**src/rtl/bcr_pkg.sv**
```systemverilog
package bcr_pkg;

    localparam int unsigned OFS_W = 16;

    localparam logic [OFS_W-1:0] OFS_ID   = 16'h0000;
    localparam logic [OFS_W-1:0] OFS_FREQ = 16'h0004;
    localparam logic [OFS_W-1:0] OFS_LED  = 16'h0008;
    localparam logic [OFS_W-1:0] OFS_SW   = 16'h000C;
    localparam logic [OFS_W-1:0] OFS_KICK = 16'h0010;

    localparam int unsigned NUM_SEL = 5;

    typedef enum logic [2:0] {
        SEL_ID   = 3'd0,
        SEL_FREQ = 3'd1,
        SEL_LED  = 3'd2,
        SEL_SW   = 3'd3,
        SEL_KICK = 3'd4,
        SEL_NONE = 3'd7
    } bcr_sel_e;

    function automatic logic [OFS_W-1:0] sel_offset(input int unsigned idx);
        case (idx)
            0:       return OFS_ID;
            1:       return OFS_FREQ;
            2:       return OFS_LED;
            3:       return OFS_SW;
            default: return OFS_KICK;
        endcase
    endfunction

endpackage

```
**src/rtl/bcr_sync.sv**
```systemverilog
module bcr_sync #(
    parameter int unsigned WIDTH  = 8,
    parameter int unsigned STAGES = 2
) (
    input  logic             clk,
    input  logic             rst_n,
    input  logic [WIDTH-1:0] async_in,
    output logic [WIDTH-1:0] sync_out
);
    logic [WIDTH-1:0] chain_d [STAGES];
    logic [WIDTH-1:0] chain_q [STAGES];

    always_comb begin
        chain_d[0] = async_in;
        for (int s = 1; s < STAGES; s++) begin
            chain_d[s] = chain_q[s-1];
        end
    end

    for (genvar g = 0; g < STAGES; g++) begin : g_stage
        always_ff @(posedge clk or negedge rst_n) begin
            if (!rst_n) chain_q[g] <= '0;
            else        chain_q[g] <= chain_d[g];
        end
    end

    assign sync_out = chain_q[STAGES-1];

    // the last stage follows the one before it by one cycle
    if (STAGES > 1) begin : g_chk
        assert_sync_shift_R5: assert property (@(posedge clk) disable iff (!rst_n)
            $past(rst_n) |-> (chain_q[STAGES-1] == $past(chain_q[STAGES-2])));
    end
endmodule

```
**src/rtl/bcr_decode.sv**
```systemverilog
module bcr_decode
    import bcr_pkg::*;
(
    input  logic [OFS_W-1:0] addr,
    output bcr_sel_e         sel
);
    logic [NUM_SEL-1:0] hit;

    for (genvar g = 0; g < NUM_SEL; g++) begin : g_hit
        assign hit[g] = (addr == sel_offset(g));
    end

    always_comb begin
        sel = SEL_NONE;
        for (int i = 0; i < NUM_SEL; i++) begin
            if (hit[i]) sel = bcr_sel_e'(i[2:0]);
        end
    end

    // at most one register matches any offset
    always_comb begin
        assert_one_hit_R8: assert ($onehot0(hit));
    end
endmodule

```
**src/rtl/board_ctrl_regs.sv**
```systemverilog
module board_ctrl_regs
    import bcr_pkg::*;
#(
    parameter int unsigned DATA_W     = 32,
    parameter int unsigned LED_W      = 8,
    parameter int unsigned SW_W       = 8,
    parameter int unsigned SYNC_STG   = 2,
    parameter int unsigned CLK_HZ     = 10_000_000,
    parameter logic [31:0] BUILD_CODE = 32'h0927_2011,
    parameter logic [31:0] KICK_KEY   = 32'h0000_DEAD
) (
    input  logic              clk,
    input  logic              rst_n,
    input  logic [15:0]       bus_addr,
    input  logic              bus_wr,
    input  logic [DATA_W-1:0] bus_wdata,
    input  logic              bus_rd,
    output logic [DATA_W-1:0] bus_rdata,
    input  logic [SW_W-1:0]   sw_in,
    output logic [LED_W-1:0]  led_out,
    output logic              sys_rst_req
);
    localparam logic [DATA_W-1:0] ID_WORD   = DATA_W'(BUILD_CODE);
    localparam logic [DATA_W-1:0] FREQ_WORD = DATA_W'(CLK_HZ);
    localparam logic [DATA_W-1:0] KEY_WORD  = DATA_W'(KICK_KEY);

    typedef struct packed {
        logic [LED_W-1:0]  led;
        logic [SW_W-1:0]   sw;
        logic [DATA_W-1:0] rdata;
        logic              kick;
    } bcr_state_t;

    bcr_state_t st_d, st_q;
    bcr_sel_e   sel;
    logic [SW_W-1:0] sw_sync;
    logic [DATA_W-1:0] rd_mux;

    bcr_decode u_decode (
        .addr (bus_addr),
        .sel  (sel)
    );

    bcr_sync #(.WIDTH(SW_W), .STAGES(SYNC_STG)) u_sync (
        .clk      (clk),
        .rst_n    (rst_n),
        .async_in (sw_in),
        .sync_out (sw_sync)
    );

    always_comb begin
        case (sel)
            SEL_ID:   rd_mux = ID_WORD;
            SEL_FREQ: rd_mux = FREQ_WORD;
            SEL_LED:  rd_mux = DATA_W'(st_q.led);
            SEL_SW:   rd_mux = DATA_W'(st_q.sw);
            default:  rd_mux = '0;
        endcase
    end

    always_comb begin
        st_d       = st_q;
        st_d.sw    = sw_sync;
        st_d.rdata = bus_rd ? rd_mux : '0;
        st_d.kick  = bus_wr && (sel == SEL_KICK) && (bus_wdata == KEY_WORD);
        if (bus_wr && sel == SEL_LED) begin
            st_d.led = bus_wdata[LED_W-1:0];
        end
    end

    always_ff @(posedge clk or negedge rst_n) begin
        if (!rst_n) st_q <= '0;
        else        st_q <= st_d;
    end

    assign bus_rdata   = st_q.rdata;
    assign led_out     = st_q.led;
    assign sys_rst_req = st_q.kick;

    // no read sampled means zero read data
    assert_idle_rdata_R10: assert property (@(posedge clk) disable iff (!rst_n)
        !$past(bus_rd) |-> (bus_rdata == '0));

    // identifier read returns the build code
    assert_id_read_R2: assert property (@(posedge clk) disable iff (!rst_n)
        $past(bus_rd && bus_addr == OFS_ID) |-> (bus_rdata == ID_WORD));

    // LEDs move only after a write to the LED offset
    assert_led_hold_R9: assert property (@(posedge clk) disable iff (!rst_n)
        !$past(bus_wr && bus_addr == OFS_LED) |-> $stable(led_out));

    // a reset request follows only a keyed write to the reset offset
    assert_kick_key_R6: assert property (@(posedge clk) disable iff (!rst_n)
        sys_rst_req |-> $past(bus_wr && bus_addr == OFS_KICK && bus_wdata == KEY_WORD));

    // a reset-offset write with the wrong value leaves the request low
    assert_kick_reject_R7: assert property (@(posedge clk) disable iff (!rst_n)
        $past(bus_wr && bus_addr == OFS_KICK && bus_wdata != KEY_WORD) |-> !sys_rst_req);
endmodule

```
**config.mk**
```make
export PLATFORM = sky130hd
export DESIGN_NAME = board_ctrl_regs
export DESIGN_NICKNAME = d
export VERILOG_FILES = /design/src/rtl/bcr_pkg.sv /design/src/rtl/bcr_sync.sv /design/src/rtl/bcr_decode.sv /design/src/rtl/board_ctrl_regs.sv
export SDC_FILE = /design/constraint.sdc
export NUM_CORES = 1
export LEC_CHECK = 0
export ABC_AREA = 1
export BUFFER_PORTS_ARGS = -buffer_cell sky130_fd_sc_hd__buf_2
export CORE_MARGIN = 2
export CORE_UTILIZATION = 49
export CTS_CLUSTER_SIZE = 12
export DETAILED_ROUTE_END_ITERATION = 10
export GPL_ROUTABILITY_DRIVEN = 0
export PLACE_DENSITY = 0.85
export SLEW_MARGIN = 20
export SYNTH_ARGS = -nofsm -noshare
export SYNTH_HDL_FRONTEND = slang
export SYNTH_HIERARCHICAL = 1
export SYNTH_SLANG_ARGS = --single-unit
```
**constraint.sdc**
```tcl
create_clock -name clk -period 1.5 [get_ports clk]
set_input_delay 0.225 -clock clk [delete_from_list [all_inputs] [get_ports clk]]
set_output_delay 0.225 -clock clk [all_outputs]
set_load 0.1 [all_outputs]
```
==> summary.md <==
| Metric | Value |
|---|---|
| Pwr dens | 954 nW/um2 |
| CTS Buffer Depth | 2 |
| Die Y | around 68 um |
| Leak pwr | 1.39 nW |
| Worst Path Buf+Inv | 1 |
| Critical Path RT | 1.27 ns |
| Gr ovfl total | 0 |
| Core area | around 4000 um2 |
| Most frequent cells in the layout | 90 x buf_2, 50 x nand2_1, 43 x dfrtp_1 |
| Wire length on met2 | 1870 um |
| Vias per cell | 4.51 |
| First-pass GRT wire length | roughly 5900 um |
| DP Cell Count | 338 |
| TNS Setup | 0 ns |
| R2R Path End | bus_rdata[7] |
| Largest net degree at the start of global routing | 44 |
| Commonest non-fill, non-tap cell in the layout | buf_2 |
| Synth unique cells | 18 |
| Peak supply drop | 0.628 mV |
| Initial core utilization | 50.2% |
| Worst r2r src | st_q[40] |
| IO Port Bufs | 90 |
| Antenna violations before repair | 0 |
| Vias | 1559 |
| WHS Path Cells | 1 |
| # diodes | 0 |
| RSZ-0062 raised after global routing | no |
| Synth Instances | 224 |
| Non-filler cells in the finished layout | 346 |
| Worst Hold End | u_sync/chain_d[3] |
| Clock tree root driver cell | clkbuf_8 |
| Fin. max-slew vios | 0 |
| Die Wd | 67.8 um |
| Vias in the first global route | 1398 |
| Synthesized flop and latch total | 43 |
| Mapped Area | 1990 um2 |
| Status | finished clean |
| Final setup fails | 0 |
| Wirelength per Cell | 10.6 um |
| H-tree depth | 2 |
| Row cnt | 23 |
| Clock buffer count from CTS | 5 |
| Initial DRT Pass Iterations | 4 |
| Routed wl met3 | 283 um |
| Yosys warnings | 6 |
| IO Pins | 101 |
| Crit. Startpoint | bus_rdata[24] |
| Worst EP arrival | 1.14 ns |
| Max Used Layer | met4 |
| Fraction of layout cells with a size suffix above 1 | 38.9% |
| ANT nets after route | 0 |
| Slowest stage cell, crit path | buf_2 |
| Slew @ Worst Pin | 0.502 ns |
| Die area | roughly 4600 um2 |
| TritonCTS Sinks | 43 |
| Seq/Total Area, Yosys | 54.0% |
| Flop2flop setup slack | 0.71 ns |
| Min Tclk post-route | 1.37 ns |
| Crit. End Element | output pin |
| Fill cells | 340 |
| Routed wire length | 3660 um |
| Area Growth Syn to Fin | 20.2% |
| Count of final hold-check violations | 0 |
| Beginning of the worst hold path | sw_in[3] |
| Metal1 wirelength | 1440 um |
| Slowest stage delay, CP | 0.45 ns |
| Starting DRT DRC Count | between 40 and 50 |
| Critical path peak fanout | 7 |
| CTS tree | built |
| Clk_skew | 0.00359 ns |
| CP cell instances | buf_2 |
| Crit path max-delay family | buffers and inverters |
| Highest clock rate | 730 MHz |
| HP Class | in -> reg |
| Post-DP HPWL | 2810 um |
| Setup Crit Path Kind | reg -> out |
| MaxCap Viol Count | 0 |
| Nets@finish | 356 |
| Hold slack | 0.0354 ns |
| Worst reg2reg path depth | 2 |
| Reg clk slew, reported paths | 0.07 ns |
| Relative slew slack | between 60 and 70% |
| Fin crit share | 91.3% |
| Drt drc | 0 |
| CP startpoint kind | flip-flop |
| GR Util All Layers | between 15 and 20% |
| Clock latency on the worst-skew pair | roughly 0.29 ns |
| Mean Syn Cell Area | 8.90 um2 |
| Final Total Pwr | 0.00229 W |
## worst register-to-register path, delay by kind of cell (launching register included)
kind / cells / cell delay [ns]
AOI/OAI and AO/OA: 2 / 0.30
DFF: 1 / 0.38
## timing repair
action                                  CTS  global route
endpoints found under the setup margin    0             1
buffers inserted                          0             0
resized for setup                         0             3
endpoints found under the hold margin    42             0
hold buffers                              1             0
## cell usage after synthesis
cell / count / share of area, %
dfrtp_1: 43 / 54
buf_4: 40 / 15
nor2_1: 32 / 6.0
nand2_1: 50 / 9.4
buf_2: 1 / 0.25
inv_2: 2 / 0.38
nor3_1: 2 / 0.50
nand2_2: 3 / 0.94
inv_1: 18 / 3.4
nor2_2: 1 / 0.31
a21oi_1: 6 / 1.5
o21ai_0: 2 / 0.50
conb_1: 1 / 0.19
nand3_1: 18 / 4.5
buf_6: 1 / 0.56
nor3_4: 2 / 1.6
nor2_4: 1 / 0.56
nand4_1: 1 / 0.31
## where the power goes
part | switching, W | total (W) | internal (W)
clock network | 0.000346 | 0.000833 | 0.000487
registers | 0.00000837 | 0.00120 | 0.00119
logic | 0.000183 | 0.000253 | 0.0000705
total | 0.000537 | 0.00229 | 0.00175
## metrics by stage
step                      util (%)  instance area, um2  setup WS [ns]
after global routing          60.4                2400        0.00219
final                         60.4                2400          0.130
after detailed placement      57.3                2280         -0.179
after global placement        57.3                2280         -0.146
after floorplan                  -                2030         0.0380
after CTS                     60.2                2390          0.105
## per-layer routing
layer	up-vias	global-route usage (%)
met1	706	19.7
met4	0	7.25
li1	776	-
met2	71	30.8
met5	-	0
met3	6	5.67
## state kept, by name (all words and copies together), names as in the netlist
signal / count
u_sync/sync_out: 8
bus_rdata: 10
sys_rst_req: 1
u_sync/chain_d: 8
st_q: 8
led_out: 8
## cells by family (layout without fill, tap and decap cells)
| group | after synthesis | count (layout) | share of synthesized area (%) |
|---|---|---|---|
| simple gates | 110 | 110 | 24.2 |
| buf+inv | 62 | 125 | 19.6 |
| flops | 43 | 43 | 54.0 |
| compound gates | 8 | 8 | 2.01 |
| other cells | 1 | 10 | 0.188 |
## cell type report
class                           count  area (um2)  share of cell area (%)
Clock inverter                      1        30.0                    1.25
Tap cell                           50        62.6                    2.61
Clock buffer                        6        72.6                    3.03
Sequential cell                    43        1080                    44.9
Inverter                           20        75.1                    3.13
Multi-Input combinational cell    128         568                    23.7
Timing Repair Buffer               98         513                    21.4
## worst max path at each step
stage                    endpoint  cells after the start  slack (ns)
floorplan            bus_rdata[5]                      8        0.04
global placement      sys_rst_req                     13       -0.15
CTS                 bus_rdata[19]                      1        0.11
detailed placement    sys_rst_req                     13       -0.18
global route         bus_rdata[4]                     11       0.002
finish              bus_rdata[17]                      1        0.13
(Power assumes the default switching activity.)
